===== src/rtl/pll_seq_pkg.sv =====
package pll_seq_pkg;
  localparam int NR_W = 6;
  localparam int NF_W = 13;
  localparam int NO_W = 5;
  localparam int OD_W = 4;
  localparam int BW_W = NF_W - 1;

  typedef struct packed {
    logic [NR_W-1:0] ref_f;
    logic [NF_W-1:0] fb_f;
    logic [OD_W-1:0] od_f;
    logic [BW_W-1:0] bw_f;
  } pll_fields_t;

  typedef enum logic [2:0] {
    S_IDLE, S_BYPASS, S_RESET, S_PROG, S_SETTLE, S_LOCK, S_FIN
  } seq_state_t;
endpackage


===== src/rtl/pll_div_encode.sv =====
module pll_div_encode
  import pll_seq_pkg::*;
(
  input  logic [NR_W-1:0] nr_i,
  input  logic [NF_W-1:0] nf_i,
  input  logic [NO_W-1:0] no_i,
  output pll_fields_t     fields_o,
  output logic            ok_o
);
  localparam int NO_MAX = 1 << OD_W;

  logic no_ok;
  logic [BW_W-1:0] nf_half;

  always_comb begin
    no_ok = (no_i == NO_W'(1)) ||
            ((no_i[0] == 1'b0) && (no_i != '0) && (no_i <= NO_W'(NO_MAX)));
    ok_o  = no_ok && (nr_i != '0) && (nf_i >= NF_W'(2));
    nf_half          = nf_i[NF_W-1:1];
    fields_o.ref_f   = nr_i - NR_W'(1);
    fields_o.fb_f    = nf_i - NF_W'(1);
    fields_o.od_f    = OD_W'(no_i - NO_W'(1));
    fields_o.bw_f    = nf_half - BW_W'(1);
  end
endmodule


===== src/rtl/pll_seq_timer.sv =====
module pll_seq_timer #(
  parameter int W = 8
) (
  input  logic         clk,
  input  logic         rst_n,
  input  logic         load,
  input  logic [W-1:0] load_val,
  input  logic         en,
  output logic         zero
);
  logic [W-1:0] cnt_q;

  always_ff @(posedge clk or negedge rst_n) begin
    if (!rst_n)                   cnt_q <= '0;
    else if (load)                cnt_q <= load_val;
    else if (en && cnt_q != '0)   cnt_q <= cnt_q - W'(1);
  end

  assign zero = (cnt_q == '0);

  AST_TIMER_LOAD: assert property (@(posedge clk) disable iff (!rst_n)
    load |=> (zero == ($past(load_val) == '0)));
endmodule


===== src/rtl/pll_prog_seq.sv =====
module pll_prog_seq
  import pll_seq_pkg::*;
#(
  parameter int CLK_MHZ    = 250,
  parameter int SETTLE_NS  = 10000,
  parameter int POLL_CYC   = 8,
  parameter int LOCK_POLLS = 64
) (
  input  logic            clk,
  input  logic            rst_n,
  input  logic            req_valid,
  output logic            req_ready,
  input  logic [NR_W-1:0] req_nr,
  input  logic [NF_W-1:0] req_nf,
  input  logic [NO_W-1:0] req_no,
  output logic            busy,
  output logic            done,
  output logic            err,
  output logic            mode_slow,
  output logic            pll_rst,
  output logic            cfg_we,
  output logic [NR_W-1:0] ref_div,
  output logic [NF_W-1:0] fb_div,
  output logic [OD_W-1:0] out_div,
  output logic [BW_W-1:0] bw_adj,
  input  logic            lock_i
);
  localparam int SETTLE_RAW = CLK_MHZ * SETTLE_NS / 1000;
  localparam int SETTLE_CYC = (SETTLE_RAW > 1) ? SETTLE_RAW : 1;
  localparam int SET_W      = (SETTLE_CYC > 1) ? $clog2(SETTLE_CYC) : 1;
  localparam int POLL_N     = (POLL_CYC > 1) ? POLL_CYC : 1;
  localparam int POLL_W     = (POLL_N > 1) ? $clog2(POLL_N) : 1;
  localparam int TMO_W      = (LOCK_POLLS > 1) ? $clog2(LOCK_POLLS) : 1;

  seq_state_t  state_q;
  pll_fields_t enc, pend_q, out_q;
  logic        enc_ok, err_q, mode_q, rst_q, we_q;
  logic        settle_zero, poll_zero, tmo;
  logic        settle_load, settle_en, poll_load, poll_en, lock_first, miss;

  pll_div_encode u_enc (
    .nr_i(req_nr), .nf_i(req_nf), .no_i(req_no), .fields_o(enc), .ok_o(enc_ok)
  );

  assign settle_load = (state_q == S_PROG);
  assign settle_en   = (state_q == S_SETTLE);
  assign lock_first  = (state_q == S_SETTLE) && settle_zero;
  assign miss        = (state_q == S_LOCK) && poll_zero && !lock_i;
  assign poll_load   = lock_first || miss;
  assign poll_en     = (state_q == S_LOCK);

  pll_seq_timer #(.W(SET_W)) u_settle (
    .clk(clk), .rst_n(rst_n), .load(settle_load),
    .load_val(SET_W'(SETTLE_CYC - 1)), .en(settle_en), .zero(settle_zero)
  );

  pll_seq_timer #(.W(POLL_W)) u_poll (
    .clk(clk), .rst_n(rst_n), .load(poll_load),
    .load_val(POLL_W'(POLL_N - 1)), .en(poll_en), .zero(poll_zero)
  );

  generate
    if (LOCK_POLLS > 0) begin : g_tmo
      logic [TMO_W-1:0] polls_q;
      always_ff @(posedge clk or negedge rst_n) begin
        if (!rst_n)          polls_q <= '0;
        else if (lock_first) polls_q <= '0;
        else if (miss)       polls_q <= polls_q + TMO_W'(1);
      end
      assign tmo = (polls_q == TMO_W'(LOCK_POLLS - 1));
    end else begin : g_no_tmo
      assign tmo = 1'b0;
    end
  endgenerate

  always_ff @(posedge clk or negedge rst_n) begin
    if (!rst_n) begin
      state_q <= S_IDLE;
      pend_q  <= '0;
      out_q   <= '0;
      err_q   <= 1'b0;
      mode_q  <= 1'b0;
      rst_q   <= 1'b0;
      we_q    <= 1'b0;
    end else begin
      unique case (state_q)
        S_IDLE: if (req_valid) begin
          pend_q  <= enc;
          err_q   <= !enc_ok;
          state_q <= enc_ok ? S_BYPASS : S_FIN;
        end
        S_BYPASS: begin
          mode_q  <= 1'b1;
          state_q <= S_RESET;
        end
        S_RESET: begin
          rst_q   <= 1'b1;
          state_q <= S_PROG;
        end
        S_PROG: begin
          out_q   <= pend_q;
          we_q    <= 1'b1;
          state_q <= S_SETTLE;
        end
        S_SETTLE: begin
          we_q <= 1'b0;
          if (settle_zero) begin
            rst_q   <= 1'b0;
            state_q <= S_LOCK;
          end
        end
        S_LOCK: if (poll_zero) begin
          if (lock_i) begin
            mode_q  <= 1'b0;
            state_q <= S_FIN;
          end else if (tmo) begin
            err_q   <= 1'b1;
            state_q <= S_FIN;
          end
        end
        S_FIN:   state_q <= S_IDLE;
        default: state_q <= S_IDLE;
      endcase
    end
  end

  assign req_ready = (state_q == S_IDLE);
  assign busy      = !req_ready;
  assign done      = (state_q == S_FIN);
  assign err       = done && err_q;
  assign mode_slow = mode_q;
  assign pll_rst   = rst_q;
  assign cfg_we    = we_q;
  assign ref_div   = out_q.ref_f;
  assign fb_div    = out_q.fb_f;
  assign out_div   = out_q.od_f;
  assign bw_adj    = out_q.bw_f;

  AST_FIELDS_ONLY_ON_WRITE: assert property (@(posedge clk) disable iff (!rst_n)
    ($changed(ref_div) || $changed(fb_div) || $changed(out_div) || $changed(bw_adj)) |-> cfg_we);
  AST_RESET_AFTER_BYPASS: assert property (@(posedge clk) disable iff (!rst_n)
    $rose(pll_rst) |-> mode_slow && $past(mode_slow));
  AST_WRITE_UNDER_RESET: assert property (@(posedge clk) disable iff (!rst_n)
    cfg_we |-> (mode_slow && pll_rst));
  AST_RELEASE_IN_SLOW: assert property (@(posedge clk) disable iff (!rst_n)
    $fell(pll_rst) |-> mode_slow);
  AST_NORMAL_AFTER_LOCK: assert property (@(posedge clk) disable iff (!rst_n)
    $fell(mode_slow) |-> ($past(lock_i) && done && !err));
  AST_DONE_ONE_CYCLE: assert property (@(posedge clk) disable iff (!rst_n)
    done |=> !done);
  AST_NO_WRITE_WHEN_IDLE: assert property (@(posedge clk) disable iff (!rst_n)
    req_ready |-> !cfg_we && !pll_rst);
endmodule


===== config.mk =====
export PLATFORM = sky130hd
export DESIGN_NAME = pll_prog_seq
export DESIGN_NICKNAME = d
export VERILOG_FILES = /design/src/rtl/pll_seq_pkg.sv /design/src/rtl/pll_div_encode.sv /design/src/rtl/pll_seq_timer.sv /design/src/rtl/pll_prog_seq.sv
export SDC_FILE = /design/constraint.sdc
export NUM_CORES = 1
export LEC_CHECK = 0
export BUFFER_PORTS_ARGS = -buffer_cell sky130_fd_sc_hd__buf_2
export CAP_MARGIN = 20
export CORE_UTILIZATION = 50
export CTS_BUF_LIST = sky130_fd_sc_hd__clkbuf_16
export DETAILED_ROUTE_END_ITERATION = 12
export HOLD_SLACK_MARGIN = 0.1
export PLACE_DENSITY = 0.81
export REMOVE_ABC_BUFFERS = 1
export SETUP_SLACK_MARGIN = 0.3
export SYNTH_ARGS = -nofsm -noshare
export SYNTH_HDL_FRONTEND = slang
export SYNTH_SLANG_ARGS = --single-unit

===== constraint.sdc =====
create_clock -name clk -period 2.4 [get_ports clk]
set_input_delay 0.36 -clock clk [delete_from_list [all_inputs] [get_ports clk]]
set_output_delay 0.36 -clock clk [all_outputs]
set_load 0.01 [all_outputs]

==> reports/metrics.yaml, run 1 <==
p_leak_nw: 2.70
slew_violations: 0
fin_ws_ns: 0.322
final.setup.tns_ns: 0
syn-instance-count: 520
place_ws_ns: 0.163
r2r_slack_ns: 0.32
whs_path_depth: 2
r2r-end: "state_q[0]"
synth_edf_count: 0
hold_path.class: "primary input to register"
die_h_microns: 99.3
rr_startpoint: "u_settle.cnt_q[0]"
viasPerCell: 5.37
htreeDepth: 3
cts.sinks: 98
peakVddDrop_v: 0.000531
drt_iter0_markers: 194
critPathArrivalTime_ns: 2.36
p_seq_share_pct: 45.1
min_to: "pend_q[29]"
drc: 0
reg2reg_depth: 7
ios: 70
syn2layout_area_growth_pct: 16.9
synth_top_family_by_area: "simple AND/OR/NAND/NOR gates"
run_status: "complete, no violations"
grt_overflow_total: 0
start_util_pct: 51.4
powerDensity_mw_per_mm2: 1160
die-area_sq_mm: 0.00985
grt_pass1_vias: 3695
p_switching_w: 0.00238
cp_cell_sequence: "inv_1 -> ha_1 -> or3b_2 -> nor3_1 -> o21ai_0 -> o31ai_1 -> o311a_1"
p_comb_share_pct: 31.9
worst_slew_pin_slew_ns: 0.587
gp_congestion: 0.863
fin_area_sq_mm: 0.00553
synth-simple-area-share_pct: 25.6
fp.dieW_microns: 99.3
synth-warning-count: 0
p_clk_share_pct: 23.0
hpwl_mm: 6.87
worst_skew_pair.late_latency_ns: 0.34
synth-compound-area-share_pct: 8.52
synth-main-ff-cell: "dfrtp_1"
setup_viol: 0
skew_ns: 0.00669
dr_total_vias: 3800
slowest_delay_ns: 0.53
dr.pass1.iters: 4
antenna_left: 0
cp-start-kind: "register"
critPathCaptureType: "register"
wl_mm: 10.3
drv_cap: 0
critPathKind: "register to register"
slew-limit-headroom_pct: 60.9
p_int_w: 0.00402
grt_setup_unrepaired: "true"
min_from: "req_nr[0]"
synthAdderAreaFrac_pct: 3.44
netSwitchingFraction_pct: 37.1
diodes: 0
wl_per_cell_microns: 14.5
yosysUniqueCellTypes: 50
port-buffer-count: 69
final_util_pct: 60.1
grt_pass1_wl_mm: 17.3
core-area_sq_mm: 0.00920
grt_max_degree: 71
antenna_found_initial: 0
fp-row-count: 35
ys_seq_area_share_pct: 51.9
cts_buffer_depth: 2
ys_ff_latch: 98
worstPathMaxFanout: 5
fmax_ghz: 0.481
cp_slowest_cell: "or3b_2"
path_delay_family: "simple AND/OR/NAND/NOR gates"
synth_mux_area_share_pct: 0.635
fin_crit_sh_pct: 86.6
cts_tree: "yes"
fillers: 784
fin_cells: 708
grt_use_total_pct: 22.3
drive_gt1_share_pct: 18.9
critPathBufInv: 1
root_buffer: "clkbuf_16"
fin_nets: 633
syn_area_sq_mm: 0.00473
critPathRequiredTime_ns: 2.68
synth_xor_area_share_pct: 6.48
cts_buffers: 9
period_needed_ns: 2.08
placed_cells_incl_taps: 689
clk_pin_slew_ns: 0.07
postSynthAreaPerCell_sq_um: 9.10
hold_violations: 0
place_area_sq_mm: 0.00520
async_reset_ff_share_pct: 100
-- cell usage in the layout (no fill, tap or decap), drive strengths merged, types with 2 or more instances in the layout --
cell,instances
nand2,169
dfrtp,98
buf,80
o21ai,49
xnor2,25
nor2,23
nor3,21
inv,20
ha,13
nand3,11
a21oi,10
xor2,10
clkbuf,9
nor4,7
or3,5
nand3b,4
nand2b,4
mux2i,3
o31ai,3
nor3b,3
or3b,3
nor2b,2
nand4,2
and3,2
o311a,2
clkinvlp,2
or4,2
a31oi,2
-- routing by layer --
layer	share of wire (%)	track usage, %	up-vias	routed length, microns
met5	0	0	-	0
met4	1.6	8.82	0	165
met3	4.1	3.65	15	420
met2	48	36.4	92	4950
met1	46	29.9	1835	4750
li1	-	-	1858	-
-- synthesized netlist by cell type (4+ instances only) --
cell type | count | share of area [%]
nand2_1 | 169 | 13
dfrtp_1 | 98 | 52
o21ai_0 | 48 | 5.1
xnor2_1 | 25 | 4.6
nor2_1 | 22 | 1.7
nor3_1 | 20 | 2.1
inv_1 | 17 | 1.3
clkbuf_1 | 15 | 1.2
ha_1 | 13 | 3.4
nand3_1 | 11 | 1.2
a21oi_1 | 10 | 1.1
xor2_1 | 10 | 1.9
or3_1 | 5 | 0.66
nand3b_1 | 4 | 0.63
nor4_1 | 4 | 0.53
-- sequential cells by signal, summed over array words and instances, names as in the netlist, 4 cells and up --
signal / cells
bw_adj: 12
fb_div: 13
g_tmo.polls_q: 6
out_div: 4
pend_q: 35
ref_div: 6
u_settle.cnt_q: 12
-- worst reg2reg max path: stages, from the launching register on --
cell     delay, ns
dfrtp_1       0.42
inv_1         0.08
ha_1          0.20
or3b_2        0.53
nor3_1        0.33
o21ai_0       0.14
o31ai_1       0.11
o311a_1       0.22
-- how the worst max path moves through the flow --
stage,from,endpoint,slack (ns),cells past startpoint
after floorplan,state_q[0],pend_q[10],0.04,4
after global placement,req_nf[1],state_q[0],0.22,8
after detailed placement,req_nf[1],state_q[0],0.16,8
after CTS,u_poll.cnt_q[0],g_tmo.polls_q[4],0.32,6
after global routing,u_settle.cnt_q[1],u_settle.cnt_q[6],0.22,7
final,u_settle.cnt_q[0],state_q[0],0.32,7
-- repair_timing --
item	in CTS	in global routing
hold buffers	1	0
endpoints found under the hold margin	42	0
resized for setup	0	2
setup buffers	0	2
endpoints found under the setup margin	0	12
-- cells by family (layout without fill, tap and decap cells) --
logic type                 count (synthesis)  in the layout
buffers and inverters                     37            114
DFF                                       98             98
and+or+nand+nor                          263            263
muxes                                      3              3
xor gates and xnor gates                  35             35
adders and majority gates                 13             13
AOI/OAI and AO/OA                         71             71
-- stage by stage --
step / power (W) / hold slack (ns)
detailed placement: 0.00493 / 0.399
CTS: 0.00643 / 0.265
global placement: 0.00480 / 0.391
finish: 0.00640 / 0.257
global route: 0.00687 / 0.284
floorplan: 0.00410 / 0.0644
-- layout make-up --
cell class                 instances  area, sq um  area share, %
clock buffer                       9          225           4.08
inverter                          17         63.8           1.15
clock inverter                     7         75.1           1.36
sequential                        98         2450           44.4
multi-input combinational        385         2120           38.3
timing repair buffer              81          453           8.20
tap                              111          139           2.51
-- power by group through the flow --
stage | clock [W] | combinational [W] | sequential [W]
after floorplan | 0 | 0.00115 | 0.00294
after global placement | 0 | 0.00195 | 0.00286
after detailed placement | 0 | 0.00203 | 0.00290
after CTS | 0.00149 | 0.00206 | 0.00288
after global routing | 0.00155 | 0.00234 | 0.00299
final | 0.00147 | 0.00204 | 0.00289
No activity file was read; power rests on OpenSTA's default activity.
==> inputs of run 2 (changes only) <==
--- a/config.mk
+++ b/config.mk
@@ -12,7 +12,6 @@
 export DETAILED_ROUTE_END_ITERATION = 12
 export HOLD_SLACK_MARGIN = 0.1
 export PLACE_DENSITY = 0.81
-export REMOVE_ABC_BUFFERS = 1
 export SETUP_SLACK_MARGIN = 0.3
 export SYNTH_ARGS = -nofsm -noshare
 export SYNTH_HDL_FRONTEND = slang
==> reports/metrics.yaml, run 2 (same netlist as run 1, synthesis figures left out) <==
critPathCaptureType: "register"
antenna_left: 0
place_ws_ns: 0.166
critPathRequiredTime_ns: 2.62
fin_ws_ns: 0.358
fin_crit_sh_pct: 85.1
drv_cap: 0
diodes: 0
fmax_ghz: 0.490
grtUsageMet3_pct: 6.25
die-area_sq_mm: 0.00985
final_cell_mix: "nand2_1, dfrtp_1, buf_2"
largest_reg_flops: 35
grt_pass1_wl_mm: 17.3
final.setup.tns_ns: 0
fin_nets: 636
drt_iter0_markers: 153
skew_ns: 0.00700
grt_pass1_vias: 3726
gp_congestion: 0.893
top_register: "pend_q"
cp-start-kind: "register"
setup_viol: 0
critPathKind: "register to register"
cts_buffer_depth: 2
grt_setup_unrepaired: "true"
slew-limit-headroom_pct: 58.6
htreeDepth: 3
fp.dieW_microns: 99.3
cts.sinks: 98
run_status: "complete, no violations"
grt.busiest_layer: "met2"
hold_path.class: "primary input to register"
ios: 70
grt_use_met2_pct: 38.2
core-area_sq_mm: 0.00920
layout_commonest_cell: "nand2_1"
hold_violations: 0
worst_skew_pair.late_latency_ns: 0.34
period_needed_ns: 2.04
start_util_pct: 51.4
dr_total_vias: 3806
cts_tree: "yes"
drive_gt1_share_pct: 19.2
cts_buffers: 9
root_buffer: "clkbuf_16"
hpwl_mm: 7.22
die_h_microns: 99.3
worst_slew_pin_slew_ns: 0.620
grt_use_total_pct: 22.1
wl_mm: 10.0
clk_pin_slew_ns: 0.06
antenna_found_initial: 1
syn2layout_area_growth_pct: 17.0
powerDensity_mw_per_mm2: 1140
grt_overflow_total: 0
dr.pass1.iters: 4
synth_fp_nets: 561
port-buffer-count: 69
peakVddDrop_v: 0.000609
drc: 0
fp-row-count: 35
met1_usage_pct: 27.3
worstPathMaxFanout: 5
slew_violations: 0
grt_max_degree: 72
critPathArrivalTime_ns: 2.26
wl_per_cell_microns: 14.1
p_leak_nw: 2.72
viasPerCell: 5.36
[run 2: layout make-up]
cell class,count,area [sq um]
multi-input cells,385,2120
flip-flops and latches,98,2450
clock inverters,6,58.8
fillers,821,3660
clock buffers,9,225
well taps,111,139
repair buffers,84,475
inverters,17,63.8
[run 2: worst paths after layout]
path | depth (start not counted) | end | slack, ns | startpoint
setup / recovery | 7 | u_settle.cnt_q[6] | 0.36 | u_settle.cnt_q[0]
hold / removal | 2 | pend_q[29] | 0.28 | req_nr[0]
setup reg to reg | 7 | u_settle.cnt_q[6] | 0.36 | u_settle.cnt_q[0]
hold reg to reg | 2 | bw_adj[2] | 0.47 | bw_adj[2]
max in group asynchronous | 3 | bw_adj[0] | 1.21 | rst_n
min in group asynchronous | 2 | u_settle.cnt_q[3] | 0.58 | rst_n
[run 2: power by group]
group | switching (W) | internal [W]
combinational | 0.00120 | 0.000839
clock | 0.000592 | 0.000796
sequential | 0.000517 | 0.00238
total | 0.00231 | 0.00401
[run 2: critical path: stages, from the launching register on]
cell	delay (ns)
dfrtp_1	0.41
inv_1	0.07
ha_1	0.19
or3b_2	0.53
o311ai_2	0.40
nor3_1	0.10
xnor2_1	0.15
nand2_1	0.06
[run 2: what timing repair did]
item,4_1_cts,5_1_grt
endpoints found under the hold margin,44,0
buffers inserted,0,3
endpoints found under the setup margin,0,8
gates resized for setup,0,2
hold buffers,1,0
[run 2: stage by stage]
step | utilization (%) | power [W] | hold WS, ns | area, sq um | instances
after floorplan | - | 0.00417 | 0.0644 | 4730 | 520
after global placement | 56.7 | 0.00483 | 0.405 | 5220 | 691
after detailed placement | 56.7 | 0.00494 | 0.418 | 5220 | 691
after CTS | 59.9 | 0.00636 | 0.275 | 5510 | 707
after global routing | 60.2 | 0.00679 | 0.275 | 5530 | 710
final | 60.2 | 0.00632 | 0.279 | 5530 | 710
[run 2: routing by layer]
layer / part of all wire (%) / vias to the layer above
li1: - / 1859
met1: 43 / 1850
met2: 51 / 85
met3: 5.1 / 12
met4: 1.2 / 0
met5: 0 / -
==> inputs of run 3 (changes only) <==
==> constraint.sdc (replaced) <==
create_clock -name clk -period 2.6 [get_ports clk]
set_input_delay 0.39 -clock clk [delete_from_list [all_inputs] [get_ports clk]]
set_output_delay 0.39 -clock clk [all_outputs]
set_load 0.01 [all_outputs]
==> reports/metrics.yaml, run 3 (same netlist as run 1, synthesis figures left out) <==
layout_commonest_cell: "nand2_1"
worst_slew_pin_slew_ns: 0.819
period_needed_ns: 2.13
r2r_slack_ns: 0.55
wl_per_cell_microns: 14.6
die_h_microns: 99.3
fmax_ghz: 0.470
final_util_pct: 59.4
drt_iter0_markers: 182
fin_nets: 629
antenna_found_initial: 1
fin_area_sq_mm: 0.00546
drv_cap: 0
grt_setup_unrepaired: "false"
start_util_pct: 51.4
htreeDepth: 3
grt_use_total_pct: 22.6
startpoint: "state_q[1]"
synth_fp_nets: 561
critPathRequiredTime_ns: 2.21
powerDensity_mw_per_mm2: 1060
wl_mm: 10.3
critPathArrivalTime_ns: 1.74
critPathCaptureType: "output port"
dr_total_vias: 3835
multi_input_area_sq_mm: 0.00212
gp_congestion: 0.906
final.setup.tns_ns: 0
port-buffer-count: 69
syn2layout_area_growth_pct: 15.5
die-area_sq_mm: 0.00985
rr_startpoint: "u_poll.cnt_q[0]"
ios: 70
cts_buffers: 9
run_status: "complete, no violations"
place_area_sq_mm: 0.00519
fp.dieW_microns: 99.3
grt_pass1_wl_mm: 17.6
drc: 0
final_cell_mix: "nand2_1, dfrtp_1, buf_2"
drive_gt1_share_pct: 18.2
antenna_left: 0
slew-limit-headroom_pct: 44.9
core-area_sq_mm: 0.00920
grt_overflow_total: 0
cp_slowest_cell: "dfrtp_1"
slew_violations: 0
largest_reg_flops: 35
grt_max_degree: 99
cts_tree: "yes"
layout.area.seq_sq_mm: 0.00245
diodes: 0
fillers: 822
hold_violations: 0
path_depth: 4
worst_skew_pair.late_latency_ns: 0.35
place_ws_ns: 0.311
holdBufCountCts: 0
fin_crit_sh_pct: 81.8
reg2reg_depth: 6
critPathBufInv: 2
ctsResizeCount: 0
setup_viol: 0
grt_pass1_vias: 3796
endpoint: "err"
clk_pin_slew_ns: 0.06
worstPathMaxFanout: 13
hold_path.class: "primary input to async pin"
root_buffer: "clkbuf_16"
peakVddDrop_v: 0.000550
r2r-end: "g_tmo.polls_q[4]"
post-cts-setup-buffers: 0
slowest_delay_ns: 0.60
critPathKind: "register to output port"
skew_ns: 0.00606
cp_cell_sequence: "inv_1 -> nor3_1 -> and2_1 -> buf_2"
cts.sinks: 98
fp-row-count: 35
top_register: "pend_q"
cp-start-kind: "register"
dr.pass1.iters: 4
viasPerCell: 5.45
cts_buffer_depth: 2
p_leak_nw: 2.68
path_delay_family: "flip-flops"
hpwl_mm: 7.20
fin_ws_ns: 0.473
[run 3: worst min path at each step]
| stage | startpoint | endpoint | depth (start not counted) |
|---|---|---|---|
| floorplan | rst_n | bw_adj[0] | 0 |
| global placement | pend_q[31] | ref_div[2] | 2 |
| detailed placement | bw_adj[1] | bw_adj[1] | 2 |
| CTS | rst_n | u_settle.cnt_q[5] | 2 |
| global route | rst_n | u_settle.cnt_q[5] | 2 |
| finish | rst_n | u_settle.cnt_q[5] | 2 |
[run 3: area by class of cell]
cell class	instances	share of cell area, %
multi-input cells	385	38.8
inverters	17	1.17
repair buffers	77	7.70
well taps	111	2.54
clock inverters	7	0.825
flip-flops and latches	98	44.9
clock buffers	9	4.12
[run 3: per-layer routing]
metal	track usage (%)	share of wire, %	up-vias
li1	-	-	1850
met1	27.2	41	1862
met2	40.1	51	98
met3	5.34	5.4	23
met4	7.13	1.9	2
met5	0	0.15	-
[run 3: where the power goes]
group	internal (W)	switching, W
registers	0.00219	0.000482
logic	0.000770	0.00112
clock network	0.000647	0.000577
[run 3: stage by stage]
step | cells | power [W] | hold WS [ns]
detailed placement | 688 | 0.00458 | 0.457
floorplan | 520 | 0.00385 | 0.0944
CTS | 704 | 0.00583 | 0.128
finish | 704 | 0.00578 | 0.0963
global placement | 688 | 0.00445 | 0.453
global route | 704 | 0.00622 | 0.150
[run 3: worst register-to-register path, stage by stage, from the launching register on]
cell and delay (ns):
dfrtp_1 0.40, inv_1 0.09, ha_1 0.18, nor2b_1 0.30
nand4b_1 0.39, or3_1 0.46, a21oi_1 0.17
